===== config.mk =====
export PLATFORM = sky130hd
export DESIGN_NAME = cos_input_port
export DESIGN_NICKNAME = d
export VERILOG_FILES = /design/src/rtl/cos_pkg.sv /design/src/rtl/cos_sync.sv /design/src/rtl/cos_change_latch.sv /design/src/rtl/cos_bus_regs.sv /design/src/rtl/cos_input_port.sv
export SDC_FILE = /design/constraint.sdc
export NUM_CORES = 1
export LEC_CHECK = 0
export ABC_AREA = 1
export BUFFER_PORTS_ARGS = -buffer_cell sky130_fd_sc_hd__buf_2
export CORE_MARGIN = 4
export CORE_UTILIZATION = 25
export DETAILED_ROUTE_END_ITERATION = 10
export GPL_ROUTABILITY_DRIVEN = 0
export GPL_TIMING_DRIVEN = 0
export PLACE_DENSITY_LB_ADDON = 0.3
export SLEW_MARGIN = 40
export SYNTH_ARGS = -nofsm -noshare
export SYNTH_HDL_FRONTEND = slang
export SYNTH_SLANG_ARGS = --single-unit
export TNS_END_PERCENT = 50

===== constraint.sdc =====
create_clock -name clk -period 3.4 [get_ports clk]
set_clock_uncertainty 0.1 [all_clocks]
set_input_delay 0 -clock clk [delete_from_list [all_inputs] [get_ports clk]]
set_output_delay 0 -clock clk [all_outputs]
set_load 0.05 [all_outputs]

===== src/rtl/cos_pkg.sv =====
package cos_pkg;
  localparam int WIN_AW   = 3;
  localparam int BYTE_W   = 8;
  localparam logic [WIN_AW-1:0] CTRL_OFS = 3'd7;
  localparam logic [WIN_AW-1:0] GAP_OFS  = 3'd3;
  localparam int PEND_BIT = 6;

  typedef struct packed {
    logic              hit;
    logic [WIN_AW-1:0] grp;
  } grp_sel_t;

  // Window offset to input group: offsets below the gap map directly,
  // offsets above it are shifted down by one.
  function automatic grp_sel_t offset_to_group(input logic [WIN_AW-1:0] ofs);
    grp_sel_t s;
    s.hit = (ofs != GAP_OFS) && (ofs != CTRL_OFS);
    s.grp = (ofs < GAP_OFS) ? ofs : ofs - 3'd1;
    return s;
  endfunction

  // Control byte as seen on a read: status in the low bits,
  // active-low pending flag, top bit zero.
  function automatic logic [BYTE_W-1:0] ctrl_word(input logic [5:0] status,
                                                  input logic       irq);
    logic [BYTE_W-1:0] w;
    w           = '0;
    w[5:0]      = status;
    w[PEND_BIT] = ~irq;
    return w;
  endfunction
endpackage


===== src/rtl/cos_sync.sv =====
module cos_sync #(
  parameter int W      = 48,
  parameter int STAGES = 2
) (
  input  logic         clk,
  input  logic         rst_n,
  input  logic [W-1:0] async_i,
  output logic [W-1:0] sync_o
);
  logic [W-1:0] stage_q [STAGES];

  generate
    for (genvar s = 0; s < STAGES; s++) begin : g_stage
      always_ff @(posedge clk or negedge rst_n) begin
        if (!rst_n) stage_q[s] <= '0;
        else if (s == 0) stage_q[s] <= async_i;
        else stage_q[s] <= stage_q[(s == 0) ? 0 : s-1];
      end
    end
  endgenerate

  assign sync_o = stage_q[STAGES-1];
endmodule


===== src/rtl/cos_change_latch.sv =====
module cos_change_latch #(
  parameter int NUM_GROUPS = 6,
  parameter int GROUP_W    = 8,
  localparam int PIN_W     = NUM_GROUPS * GROUP_W
) (
  input  logic                  clk,
  input  logic                  rst_n,
  input  logic [PIN_W-1:0]      sync_i,
  input  logic [NUM_GROUPS-1:0] en_i,
  input  logic                  clr_i,
  output logic [NUM_GROUPS-1:0] evt_o,
  output logic [NUM_GROUPS-1:0] status_o
);
  logic [PIN_W-1:0]      prev_q;
  logic [NUM_GROUPS-1:0] grp_chg;
  logic [NUM_GROUPS-1:0] status_q;

  always_ff @(posedge clk or negedge rst_n) begin
    if (!rst_n) prev_q <= '0;
    else        prev_q <= sync_i;
  end

  generate
    for (genvar g = 0; g < NUM_GROUPS; g++) begin : g_grp
      assign grp_chg[g] = |(sync_i[g*GROUP_W +: GROUP_W] ^ prev_q[g*GROUP_W +: GROUP_W]);
    end
  endgenerate

  // Only enabled groups report; enable state never feeds the comparison.
  assign evt_o = grp_chg & en_i;

  always_ff @(posedge clk or negedge rst_n) begin
    if (!rst_n) status_q <= '0;
    else        status_q <= (clr_i ? '0 : status_q) | evt_o;
  end

  assign status_o = status_q;
endmodule


===== src/rtl/cos_bus_regs.sv =====
module cos_bus_regs
  import cos_pkg::*;
#(
  parameter int NUM_GROUPS = 6,
  parameter int GROUP_W    = 8,
  localparam int PIN_W     = NUM_GROUPS * GROUP_W
) (
  input  logic                  clk,
  input  logic                  rst_n,
  input  logic [WIN_AW-1:0]     addr_i,
  input  logic                  rd_i,
  input  logic                  wr_i,
  input  logic [BYTE_W-1:0]     wdata_i,
  input  logic [PIN_W-1:0]      sync_i,
  input  logic [NUM_GROUPS-1:0] status_i,
  input  logic                  irq_i,
  output logic [NUM_GROUPS-1:0] en_o,
  output logic                  clr_o,
  output logic [BYTE_W-1:0]     rdata_o
);
  logic [NUM_GROUPS-1:0] en_q;
  logic                  ctrl_hit;
  grp_sel_t              sel;
  logic [5:0]            status_w;
  logic                  unused_wbits;

  assign ctrl_hit     = (addr_i == CTRL_OFS);
  assign sel          = offset_to_group(addr_i);
  assign unused_wbits = ^wdata_i[BYTE_W-1:NUM_GROUPS];

  always_ff @(posedge clk or negedge rst_n) begin
    if (!rst_n)                 en_q <= '0;
    else if (wr_i && ctrl_hit)  en_q <= wdata_i[NUM_GROUPS-1:0];
  end

  assign en_o  = en_q;
  assign clr_o = rd_i && ctrl_hit;

  always_comb begin
    status_w                 = '0;
    status_w[NUM_GROUPS-1:0] = status_i;
  end

  always_comb begin
    rdata_o = '0;
    if (ctrl_hit) begin
      rdata_o = ctrl_word(status_w, irq_i);
    end else if (sel.hit) begin
      for (int g = 0; g < NUM_GROUPS; g++) begin
        if (sel.grp == WIN_AW'(g)) rdata_o = sync_i[g*GROUP_W +: GROUP_W];
      end
    end
  end
endmodule


===== src/rtl/cos_input_port.sv =====
module cos_input_port #(
  parameter int NUM_GROUPS  = 6,
  parameter int GROUP_W     = 8,
  parameter int SYNC_STAGES = 2,
  localparam int PIN_W      = NUM_GROUPS * GROUP_W
) (
  input  logic              clk,
  input  logic              rst_n,
  input  logic [PIN_W-1:0]  pins_i,
  input  logic [2:0]        bus_addr_i,
  input  logic              bus_rd_i,
  input  logic              bus_wr_i,
  input  logic [7:0]        bus_wdata_i,
  output logic [7:0]        bus_rdata_o,
  output logic              irq_o
);
  logic [PIN_W-1:0]      pins_sync;
  logic [NUM_GROUPS-1:0] grp_en;
  logic [NUM_GROUPS-1:0] grp_evt;
  logic [NUM_GROUPS-1:0] grp_status;
  logic                  status_clr;

  cos_sync #(.W(PIN_W), .STAGES(SYNC_STAGES)) u_sync (
    .clk     (clk),
    .rst_n   (rst_n),
    .async_i (pins_i),
    .sync_o  (pins_sync)
  );

  cos_change_latch #(.NUM_GROUPS(NUM_GROUPS), .GROUP_W(GROUP_W)) u_latch (
    .clk      (clk),
    .rst_n    (rst_n),
    .sync_i   (pins_sync),
    .en_i     (grp_en),
    .clr_i    (status_clr),
    .evt_o    (grp_evt),
    .status_o (grp_status)
  );

  assign irq_o = |(grp_status & grp_en);

  cos_bus_regs #(.NUM_GROUPS(NUM_GROUPS), .GROUP_W(GROUP_W)) u_regs (
    .clk      (clk),
    .rst_n    (rst_n),
    .addr_i   (bus_addr_i),
    .rd_i     (bus_rd_i),
    .wr_i     (bus_wr_i),
    .wdata_i  (bus_wdata_i),
    .sync_i   (pins_sync),
    .status_i (grp_status),
    .irq_i    (irq_o),
    .en_o     (grp_en),
    .clr_o    (status_clr),
    .rdata_o  (bus_rdata_o)
  );
endmodule


**Yosys cells after proc, flatten, opt, wreduce, memory -nomap -nowiden**

Cells that the tools add are included.

- Register bits: 156
- Input bits: 63
- Logic and storage cells: 46

- $add $sub $neg: 1
- Magnitude comparators: 1
- Eq/ne operators: 8
- Muxes and demuxes: 10
- Bitwise logic cells: 10
- Reduce and logical (&&, ||, !) cells: 11

Operators with widths:

| operator | number |
|---|---|
| $mux 8 | 8 |
| $reduce_or 8->1 | 6 |
| $xor 8x8->8 | 6 |
| $and 6x6->6 | 2 |
| $eq 3x3->1 const B | 3 |
| $eq 3x2->1 const B | 2 |
| $mux 6 | 1 |
| $or 6x6->6 | 1 |
| $reduce_or 6->1 | 1 |
| $eq 3x1->1 const B | 1 |
| $logic_and 1x1->1 | 3 |
| $logic_not 3->1 | 1 |
| $lt 3x2->1 const B | 1 |
| $mux 3 | 1 |
| $ne 3x2->1 const B | 1 |
| $ne 3x3->1 const B | 1 |
| $sub 3x1->3 const B | 1 |
| $not 1->1 | 1 |

**Depth between registers and ports, before layout**

- Depth after elaboration: 11
- Mapped depth: 12
- Depth with buffers taken out: 12

**Cells and area by module**

A second synthesis with hierarchy kept.

- Cell total of the unflattened synthesis: 567
- Area, all modules: 6004.5 µm²

By module, submodules not included:

| module | instances | cells an instance | area an instance (µm²) | sequential area each (µm²) |
|---|---|---|---|---|
| cos_sync | 1 | 144 | 2762.6 | 2402.3 |
| cos_change_latch | 1 | 241 | 2203.4 | 1351.3 |
| cos_bus_regs | 1 | 170 | 993.5 | 150.1 |
| cos_input_port | 1 | 12 | 45.0 | 0.0 |

**Worst setup path before layout**

OpenSTA, ideal clock, no wires.

- Path type: input-to-output
- From: in bus_addr_i[0]
- To: out bus_rdata_o[7]
- Arrival: 1769 ps
- Path slack: 1531 ps
- Stages: 9
- Buffers on the path: 1
- Cells stage by stage: inv_1 ha_1 nand2_1 o21ai_2 nand3_2 inv_2 buf_4 a21oi_1 a21oi_1

- Word-level cells in the longest chain between the ends: 11
- Elaborated cells on any way between the ends: 21

RTL lines:

| element | RTL line | text |
|---|---|---|
| start, declared | cos_input_port.sv:10 | `input logic [2:0] bus_addr_i,` |
| $sub 3x1->3 / $lt 3x2->1 (equally long branches) | cos_pkg.sv:18 | `s.grp = (ofs < GAP_OFS) ? ofs : ofs - 3'd1;` |
| $mux 3 | cos_pkg.sv:18 |  |
| $logic_not 3->1 | cos_bus_regs.sv:50 | `if (sel.grp == WIN_AW'(g)) rdata_o = sync_i[g*GROUP_W +: GROUP_W];` |
| $mux 8 (6 in a row) | cos_bus_regs.sv:50 |  |
| $mux 8 | cos_bus_regs.sv:48 | `end else if (sel.hit) begin` |
| $mux 8 * | cos_bus_regs.sv:46 | `if (ctrl_hit) begin` |
| end, declared | cos_input_port.sv:14 | `output logic [7:0] bus_rdata_o,` |

Every way passes the cells marked *; elsewhere a longest branch is shown, timed or not.

**Worst setup path after layout**

- From: in bus_addr_i[2]
- To: out bus_rdata_o[7]

Same word-level chain as after synthesis.

==> summary.txt <==
Route
  – Via count: 3503
  – # DRC: 0
  – Vias/cell: 3.97
  – Wire per inst: 13.0 um
  – Remaining antenna violation count: 0
  – Iter 0 DRT Violations: 189
  – Post-Route WL: 11400 um
  – DRT Pass-1 Iters: 4

Finish
  – P&R area growth vs syn: 35.1%
  – Share of cells above drive strength 1: 0.226
  – Core Util, Final: 0.345
  – Nets: 659
  – Fillers: 2089
  – N_diodes: 0

Floorplanning
  – Die area: 24000 um2
  – Initial core utilization: 0.255
  – # IOs: 72
  – Die Span Y: 155 um
  – FP Rows: 53
  – Overall die width: 155 um
  – Core area: 21200 um2

Setup path
  – Worst reg2reg path depth: 5
  – RR Endpoint: u_latch.status_o[2]
  – RR Startpoint: u_sync.sync_o[17]
  – Crit path DAT: 2.22 ns
  – Worst R2R Setup Slack: 2.00 ns
  – Setup CP Type: in2out
  – Crit end category: output port
  – CP required: 3.30 ns
  – CP startpoint kind: primary input
  – CP Max Fanout: 10

Status
  – Outcome: completed

Worst hold path
  – Worst Hold Class: in2async

Synth
  – Synthesized net count: 511
  – Top-count cell post-synth: dfrtp_1
  – Dominant cell type by area after synthesis: dfrtp_1
  – Yosys warnings: 0
  – Post-synth ARST share: 1.00
  – Top FF cell, synth: dfrtp_1
  – Syn_area_per_cell: 12.1 um2
  – #FFs+latches synth: 156
  – Post-synth top area share: 0.723
  – Number of distinct library cells after synthesis: 26
  – Mapped cell area: 5400 um2
  – Mapped Cells: 446
  – Seq/Total Area, Yosys: 0.723
  – Post-synth EDFFs: 0
  – Synth area leaders: dfrtp_1 72%, nand2_1 7.2%, xnor2_1 3.4%
  – Top cells by instance count after synthesis: 156 x dfrtp_1, 103 x nand2_1, 32 x inv_1

Timing
  – Worst slew pin tran: 0.401 ns
  – Fin. Hold Viols: 0
  – Fmax: 432 MHz
  – Unrepaired setup endpoints after global routing: false
  – Final Max Slew Viols: 0
  – Tmin final: 2.32 ns
  – Final Cycle Share: 0.681
  – Slew HR: 0.733
  – Setup ws final: 1.08 ns
  – Post-Route Setup TNS: 0 ns
  – Final setup fails: 0
  – Hold WS: 0.0487 ns

Clock tree
  – Post_cts resized: 0
  – CTS tree: done
  – Clock root cell: clkbuf_16
  – Postcts setup bufs: 0
  – # clock sinks: 156
  – Clk slew on worst S/H paths: 0.06 ns
  – Num CTS Buffers: 17
  – H-tree lvl count: 4
  – Clk_lat worst skew: 0.42 ns
  – Clk buf depth: 2

Global route
  – GRT overflow: 0
  – Initial antenna violation count: 0
  – GRT Total Usage: 0.103
  – First-pass GRT wire length: 19000 um
  – Vias in the first global route: 3767
  – Largest net degree at the start of global routing: 81

Pwr
  – Max VDD drop: 0.366 mV
  – LEAKAGE: 3.43 nW
  – Power Density: 577 nW/um2

Run
  – Max cap viols: 0

Place
  – HPWL after DPL: 8340 um
  – Pre-CTS WS: 1.43 ns
  – Port Buffers: 69
==> worst max-delay path by stage <==
stage                  start                 end  slack, ns  depth (start not counted)
2_1_floorplan  bus_addr_i[0]      bus_rdata_o[7]       1.53                          9
3_3_place_gp           rst_n  u_sync.stage_q[89]       0.10                          1
3_5_place_dp   bus_addr_i[0]      bus_rdata_o[7]       1.43                         11
4_1_cts        bus_addr_i[2]      bus_rdata_o[7]       1.08                         11
5_1_grt        bus_addr_i[2]      bus_rdata_o[2]       0.99                         13
6_report       bus_addr_i[2]      bus_rdata_o[7]       1.08                         11
==> critical path, stage by stage <==
cell and delay [ns]:
dlygate4sd3_1 0.56, buf_2 0.17, inv_2 0.11, nand2_1 0.10, o21ai_2 0.22, nand3_2 0.20, inv_2 0.11, buf_4 0.17
a21oi_1 0.05, a21oi_1 0.22, buf_2 0.30
==> cell families after synthesis <==
| group | after synthesis | synth area share |
|---|---|---|
| AO/OA/AOI/OAI | 30 | 0.0334 |
| XOR/XNOR | 29 | 0.0470 |
| adder cells (fa/ha/maj) | 2 | 0.00463 |
| buffers and inverters | 37 | 0.0273 |
| flip-flops | 156 | 0.723 |
| multiplexers | 6 | 0.0125 |
| AND/OR/NAND/NOR | 186 | 0.152 |
==> flip-flops by register name, summed over array words and instances (netlist names) <==
signal            cells
u_regs.en_o           6
u_sync.stage_q       48
u_latch.prev_q       48
u_latch.status_o      6
u_sync.sync_o        48
==> what timing repair did <==
item,in CTS,in global routing
hold endpoints to repair,216,0
hold buffers,58,0
setup endpoints to repair,0,0
==> through the flow <==
step	instances	instance area, um2	power, mW
5_1_grt	882	7290	4.41
3_5_place_dp	792	6150	2.45
6_report	882	7290	4.21
2_1_floorplan	446	5400	2.28
3_3_place_gp	790	6090	2.43
4_1_cts	882	7290	4.29
==> layer usage <==
layer	vias up	global-route usage	share of wire
met5	-	0	0
met4	0	0.0610	0.035
met3	28	0.0314	0.040
met2	79	0.160	0.48
met1	1683	0.125	0.45
li1	1713	-	-
==> cell type report <==
| cell class | count | area [um2] | share of cell area |
|---|---|---|---|
| flip-flops and latches | 156 | 3900 | 0.535 |
| multi-input cells | 253 | 1350 | 0.185 |
| repair buffers | 129 | 991 | 0.136 |
| clock buffers | 22 | 474 | 0.0650 |
| well taps | 275 | 344 | 0.0472 |
| inverters | 34 | 128 | 0.0175 |
| clock inverters | 10 | 85.1 | 0.0117 |
| plain buffers | 3 | 20.0 | 0.00274 |
==> cells in the final DEF, fill, tap and decap left out <==
cell type / netlist / final
a211oi_1: 3 / 3
nand4_1: 6 / 6
ha_1: 2 / 2
nor4_1: 5 / 5
xor2_1: 8 / 8
clkbuf_1: 0 / 2
dlygate4sd3_1: 0 / 58
xnor2_1: 21 / 21
buf_2: 1 / 69
buf_4: 2 / 2
o21bai_1: 1 / 1
nand2_2: 3 / 3
clkbuf_16: 0 / 17
o21ai_0: 7 / 7
nand2_1: 103 / 103
nand2_4: 1 / 1
buf_8: 0 / 1
mux2_2: 6 / 6
clkbuf_8: 0 / 3
nor2_1: 27 / 27
inv_2: 2 / 2
o31ai_1: 2 / 2
nand3_2: 1 / 1
clkinvlp_4: 0 / 2
nand3_1: 21 / 21
dfrtp_1: 156 / 156
a22o_1: 3 / 3
inv_1: 32 / 32
inv_6: 0 / 2
a21oi_1: 13 / 13
nor2_2: 5 / 5
o21ai_2: 1 / 1
or2_2: 14 / 14
buf_16: 0 / 2
clkinv_4: 0 / 6
==> power breakdown <==
| group | internal, mW | switching [mW] | total [mW] |
|---|---|---|---|
| Clock | 1.00 | 0.742 | 1.74 |
| Combinational | 0.182 | 0.246 | 0.428 |
| Sequential | 1.97 | 0.0716 | 2.04 |
Power figures use the tool's default switching activity.
